## src/rtl/rst_seq_pkg.sv

```systemverilog
package rst_seq_pkg;

  typedef enum logic [1:0] {
    ST_IDLE_RESET   = 2'd0,
    ST_POWERUP_WAIT = 2'd1,
    ST_OSC_WAIT     = 2'd2,
    ST_RUN          = 2'd3
  } seq_state_e;

  // Oscillator mode code that needs no settling count (RC or external clock)
  localparam logic [1:0] MODE_NO_SETTLE = 2'b11;

  function automatic logic needs_settle(input logic [1:0] mode);
    return mode != MODE_NO_SETTLE;
  endfunction

endpackage

```

## src/rtl/rst_seq_evcnt.sv

```systemverilog
// Counts single-cycle events while armed; flags the event that reaches LIMIT.
module rst_seq_evcnt #(
  parameter int unsigned LIMIT = 72
) (
  input  logic clk,
  input  logic rst,
  input  logic arm_i,
  input  logic ev_i,
  output logic done_o
);
  localparam int unsigned W = (LIMIT < 2) ? 1 : $clog2(LIMIT + 1);
  localparam logic [W-1:0] LAST = W'(LIMIT - 1);

  logic [W-1:0] cnt_q;
  logic         at_last;

  assign at_last = (cnt_q == LAST);
  assign done_o  = arm_i & ev_i & at_last;

  always_ff @(posedge clk) begin
    if (rst || !arm_i) begin
      cnt_q <= '0;
    end else if (ev_i) begin
      cnt_q <= at_last ? '0 : cnt_q + 1'b1;
    end
  end
endmodule

```

## src/rtl/rst_seq_cause.sv

```systemverilog
// Remembers whether a supply event still owes a power-up delay.
module rst_seq_cause (
  input  logic clk,
  input  logic rst,
  input  logic supply_ok_i,
  input  logic clear_n_i,
  input  logic pw_done_i,
  output logic pend_o
);
  always_ff @(posedge clk) begin
    if (rst || !supply_ok_i) begin
      pend_o <= 1'b1;
    end else if (pw_done_i && clear_n_i) begin
      pend_o <= 1'b0;
    end
  end
endmodule

```

## src/rtl/rst_seq_fsm.sv

```systemverilog
module rst_seq_fsm
  import rst_seq_pkg::*;
(
  input  logic       clk,
  input  logic       rst,
  input  logic       supply_ok_i,
  input  logic       clear_n_i,
  input  logic       settle_i,
  input  logic       pend_i,
  input  logic       pw_done_i,
  input  logic       os_done_i,
  output seq_state_e st_q,
  output logic       core_rst_o
);
  seq_state_e st_d;

  always_comb begin
    st_d = st_q;
    if (!supply_ok_i || !clear_n_i) begin
      st_d = ST_IDLE_RESET;
    end else begin
      unique case (st_q)
        ST_IDLE_RESET: begin
          if (pend_i)        st_d = ST_POWERUP_WAIT;
          else if (settle_i) st_d = ST_OSC_WAIT;
          else               st_d = ST_RUN;
        end
        ST_POWERUP_WAIT: begin
          if (pw_done_i) st_d = settle_i ? ST_OSC_WAIT : ST_RUN;
        end
        ST_OSC_WAIT: begin
          if (os_done_i) st_d = ST_RUN;
        end
        ST_RUN: st_d = ST_RUN;
        default: st_d = ST_IDLE_RESET;
      endcase
    end
  end

  always_ff @(posedge clk) begin
    if (rst) begin
      st_q       <= ST_IDLE_RESET;
      core_rst_o <= 1'b1;
    end else begin
      st_q       <= st_d;
      core_rst_o <= (st_d != ST_RUN);
    end
  end
endmodule

```

## src/rtl/rst_seq_top.sv

```systemverilog
module rst_seq_top
  import rst_seq_pkg::*;
#(
  parameter int unsigned PWRUP_TICKS = 72,
  parameter int unsigned OST_CYCLES  = 1024
) (
  input  logic       clk,
  input  logic       rst,
  input  logic       supply_ok_i,
  input  logic       clear_n_i,
  input  logic [1:0] osc_mode_i,
  input  logic       timebase_tick_i,
  input  logic       osc_pulse_i,
  output logic       core_rst_o
);
  seq_state_e st_q;
  logic       settle;
  logic       pend;
  logic       pw_done;
  logic       os_done;

  assign settle = needs_settle(osc_mode_i);

  rst_seq_evcnt #(.LIMIT(PWRUP_TICKS)) pw_cnt_i (
    .clk    (clk),
    .rst    (rst),
    .arm_i  (st_q == ST_POWERUP_WAIT),
    .ev_i   (timebase_tick_i),
    .done_o (pw_done)
  );

  rst_seq_evcnt #(.LIMIT(OST_CYCLES)) os_cnt_i (
    .clk    (clk),
    .rst    (rst),
    .arm_i  (st_q == ST_OSC_WAIT),
    .ev_i   (osc_pulse_i),
    .done_o (os_done)
  );

  rst_seq_cause cause_i (
    .clk         (clk),
    .rst         (rst),
    .supply_ok_i (supply_ok_i),
    .clear_n_i   (clear_n_i),
    .pw_done_i   (pw_done),
    .pend_o      (pend)
  );

  rst_seq_fsm fsm_i (
    .clk         (clk),
    .rst         (rst),
    .supply_ok_i (supply_ok_i),
    .clear_n_i   (clear_n_i),
    .settle_i    (settle),
    .pend_i      (pend),
    .pw_done_i   (pw_done),
    .os_done_i   (os_done),
    .st_q        (st_q),
    .core_rst_o  (core_rst_o)
  );
endmodule

```

## config.mk

```make
export PLATFORM = sky130hd
export DESIGN_NAME = rst_seq_top
export DESIGN_NICKNAME = d
export VERILOG_FILES = /design/src/rtl/rst_seq_pkg.sv /design/src/rtl/rst_seq_evcnt.sv /design/src/rtl/rst_seq_cause.sv /design/src/rtl/rst_seq_fsm.sv /design/src/rtl/rst_seq_top.sv
export SDC_FILE = /design/constraint.sdc
export NUM_CORES = 1
export LEC_CHECK = 0
export CAP_MARGIN = 30
export CORE_MARGIN = 2
export CORE_UTILIZATION = 30
export DETAILED_ROUTE_END_ITERATION = 8
export SLEW_MARGIN = 20
export SYNTH_ARGS = -nofsm -noshare
export SYNTH_HDL_FRONTEND = slang
export SYNTH_SLANG_ARGS = --single-unit
```

## constraint.sdc

```tcl
create_clock -name clk -period 3.4 [get_ports clk]
set_clock_uncertainty 0.05 [all_clocks]
set_input_delay 0.34 -clock clk [delete_from_list [all_inputs] [get_ports clk]]
set_output_delay 0.34 -clock clk [all_outputs]
set_load 0.05 [all_outputs]
```

==> impl_summary.log <==
[metrics] Detailed Route Iter0 Violations: 16
[metrics] maximum level of the CTS H-tree: 1
[metrics] number of violations of the max-capacitance limit: 0
[metrics] maximum net fanout on the critical path: 1
[metrics] Required @ worst endpoint: 3.01 ns
[metrics] delay contributed by the slowest stage of the critical path: a little under 0.8 ns
[metrics] sum of negative setup slack: 0 ns
[metrics] clock-pin slew on the worst setup and hold paths: 0.12 ns
[metrics] post-cts sizing count: 0
[metrics] Row Count: 21
[metrics] number of synthesized register bits: 22
[metrics] number of flops mapped to enable cells by yosys: 0
[metrics] critical path launch point type: flip-flop
[metrics] run status: finished, final reports clean
[metrics] count of antenna-violating nets left after detailed routing: 0
[metrics] Final Max Slew Viols: 0
[metrics] CTS tree: built
[metrics] total iterations of the first detailed-routing run: 3
[metrics] Worst Setup Path Type: flip-flop to primary output
[metrics] via count of the first global-routing pass: 808
[metrics] cell breakdown of the critical path: clkdlybuf4s50_1
[metrics] die span in y: 61.9 µm
[metrics] total clock buffers created by CTS: 3
[metrics] leading cell type by number of instances after synthesis: sky130_fd_sc_hd__dfxtp_1
[metrics] mean area per synthesized cell: 9.15 µm²
[metrics] die width: 61.9 µm
[metrics] top cells by instance count after synthesis: 22 x sky130_fd_sc_hd__dfxtp_1, 21 x sky130_fd_sc_hd__nor2_1, 8 x sky130_fd_sc_hd__nand2_1, 8 x sky130_fd_sc_hd__xor2_1
[metrics] routed wire length: 1750 µm
[metrics] total power density per cell area: 399 nW/µm²
[metrics] Hold Fails Final Rpt: 0
[metrics] CP endpoint kind: primary output
[metrics] layout cells sized above 1: 0.0984
[metrics] pin count of the biggest net entering global routing: 14
[metrics] crit path buf inv count: 1
[metrics] f_max: around 550 MHz
[metrics] DRC viols: 0
[metrics] Mapped Nets: 120
[metrics] final estimated routing congestion in global placement: 0.748
[metrics] Arr. time, crit path: 1.43 ns
[metrics] total of warnings raised by yosys: 0
[metrics] Clock Path Buffers: 2
[metrics] synthesized netlist cell count: 110
[metrics] part of the Yosys area used for sequential elements: 0.438
[metrics] layout overhead on the synthesized area: 18.9%
[metrics] effective utilization at floorplan: 0.306
[metrics] cell class contributing the biggest share of worst-path delay: buffers and inverters
[metrics] average routed wire per standard cell: 10.4 µm
[metrics] root cell of the clock tree: sky130_fd_sc_hd__clkbuf_4
[metrics] antenna diode count: 0
[metrics] Clk Latency, worst-skew pair: 0.31 ns
[metrics] drt via density: 4.73
[metrics] core box area: between 3000 and 4000 µm²
[metrics] post-synth cell types: 32
[metrics] library cell occupying the most area in the post-synthesis netlist: sky130_fd_sc_hd__dfxtp_1
[metrics] share of the cycle needed by the critical path after routing: 0.534
[metrics] predominant post-synthesis flop cell: sky130_fd_sc_hd__dfxtp_1
[metrics] number of clock sinks: 22
[metrics] proportion of synthesized flip-flops having asynchronous set or reset: 0
[metrics] cts-stage hold buffer count: 0
[metrics] Hold WS: 0.391 ns
[metrics] measured slew at the worst slew-check pin: between 0.4 and 0.5 ns
[metrics] fraction of post-synthesis cell area in the top cell type by area: 0.438
[metrics] antenna violations before repair: 0
[metrics] class of the tightest hold or removal check: flip-flop to flip-flop
[metrics] clock period minus final worst setup slack: 1.82 ns
[metrics] RSZ-0062 raised after global routing: no
[metrics] number of nets in the layout: 133
[metrics] Synth Cell Area: 1010 µm²
[metrics] Slew HR: 0.671
[metrics] most area-consuming cells after synthesis: sky130_fd_sc_hd__dfxtp_1 44%, sky130_fd_sc_hd__nor2_1 7.8%, sky130_fd_sc_hd__xor2_1 7.0%
[metrics] number of input and output port buffers inserted: 8
[metrics] I/O pin count: 9
[metrics] final-report setup violation count: 0
[metrics] IR drop worst, VDD: 254 µV
[metrics] setup fix buffers added after clock tree synthesis: 0
[metrics] static leakage: 0.382 nW
[metrics] overall via count from detail_route: between 700 and 800
[metrics] global routing usage summed across all routing layers: 0.113
[metrics] end-of-flow core utilization: 0.364
[metrics] Overall Power: 0.477 mW
[metrics] global-route wire length before repair: 3190 µm
[metrics] area enclosed by the die boundary: 3830 µm²
[metrics] estimated wirelength of the detail-placed design: 1390 µm
[metrics] overflow left after global routing: 0
[metrics] CP max stage cell: sky130_fd_sc_hd__clkdlybuf4s50_1
power by group:
part,switching (mW),leakage [nW],internal [mW],total [mW]
Clock,0.0793,0.0279,0.119,0.198
Combinational,0.00764,0.177,0.0115,0.0192
Sequential,0.000911,0.177,0.259,0.260
kinds of logic after synthesis:
group | count (synthesis) | synth area share
simple gates | 57 | 0.303
mux | 2 | 0.0211
fa+ha+maj | 2 | 0.0249
flops | 22 | 0.438
compound gates | 12 | 0.0921
xor+xnor | 13 | 0.113
buf+inv | 2 | 0.00747
placed cells by master, fill, tap and decap left out, types with 2 or more instances in the layout:
cell                              Yosys  routed
sky130_fd_sc_hd__dfxtp_1             22      22
sky130_fd_sc_hd__nor2_1              21      21
sky130_fd_sc_hd__xor2_1               8       8
sky130_fd_sc_hd__nand2_1              8       8
sky130_fd_sc_hd__clkdlybuf4s50_1      0       8
sky130_fd_sc_hd__nand2b_1             5       5
sky130_fd_sc_hd__xnor2_1              5       5
sky130_fd_sc_hd__nand4_1              4       4
sky130_fd_sc_hd__nand3_1              4       4
sky130_fd_sc_hd__clkbuf_4             0       3
sky130_fd_sc_hd__or2_2                2       2
sky130_fd_sc_hd__nand3b_1             2       2
sky130_fd_sc_hd__nor3_1               2       2
sky130_fd_sc_hd__and4_1               2       2
sky130_fd_sc_hd__and3_1               2       2
sky130_fd_sc_hd__a31oi_1              2       2
sky130_fd_sc_hd__inv_1                2       2
sky130_fd_sc_hd__o31a_2               2       2
sky130_fd_sc_hd__ha_1                 2       2
state kept, by name (all words and copies together), names as in the netlist:
signal	count
cause_i.pend_o	1
fsm_i.core_rst_o	1
fsm_i.st_q	2
os_cnt_i.cnt_q	11
pw_cnt_i.cnt_q	7
metal layers:
layer  track usage  up-vias  wire, µm
met1         0.116      370       766
met4        0.0274        0        13
met2         0.218       11       907
met5             0        -         0
met3        0.0373        2        64
li1              -      411         -
through the flow:
| stage | worst slack [ns] | cells | cell area, µm² |
|---|---|---|---|
| 5_1_grt | 1.54 | 168 | 1200 |
| 6_report | 1.58 | 168 | 1200 |
| 4_1_cts | 1.56 | 168 | 1200 |
| 3_3_place_gp | 1.43 | 164 | 1140 |
| 2_1_floorplan | 1.95 | 110 | 1010 |
| 3_5_place_dp | 1.40 | 164 | 1140 |
final timing paths:
kind,endpoint,cells past startpoint,slack (ns),startpoint
setup / recovery,core_rst_o,1,1.58,fsm_i.core_rst_o
hold / removal,os_cnt_i.cnt_q[10],2,0.39,os_cnt_i.cnt_q[10]
setup reg to reg,cause_i.pend_o,5,1.80,pw_cnt_i.cnt_q[0]
hold reg to reg,os_cnt_i.cnt_q[10],2,0.39,os_cnt_i.cnt_q[10]
cell type report:
| cell class | instances | area, µm² |
|---|---|---|
| inverters | 2 | 7.51 |
| multi-input cells | 86 | 558 |
| clock buffers | 3 | 22.5 |
| well taps | 46 | 57.6 |
| repair buffers | 8 | 80.1 |
| flip-flops and latches | 22 | 440 |
| fillers | 352 | 2090 |
| clock inverters | 1 | 30.0 |
No activity file was read; power rests on OpenSTA's default activity.
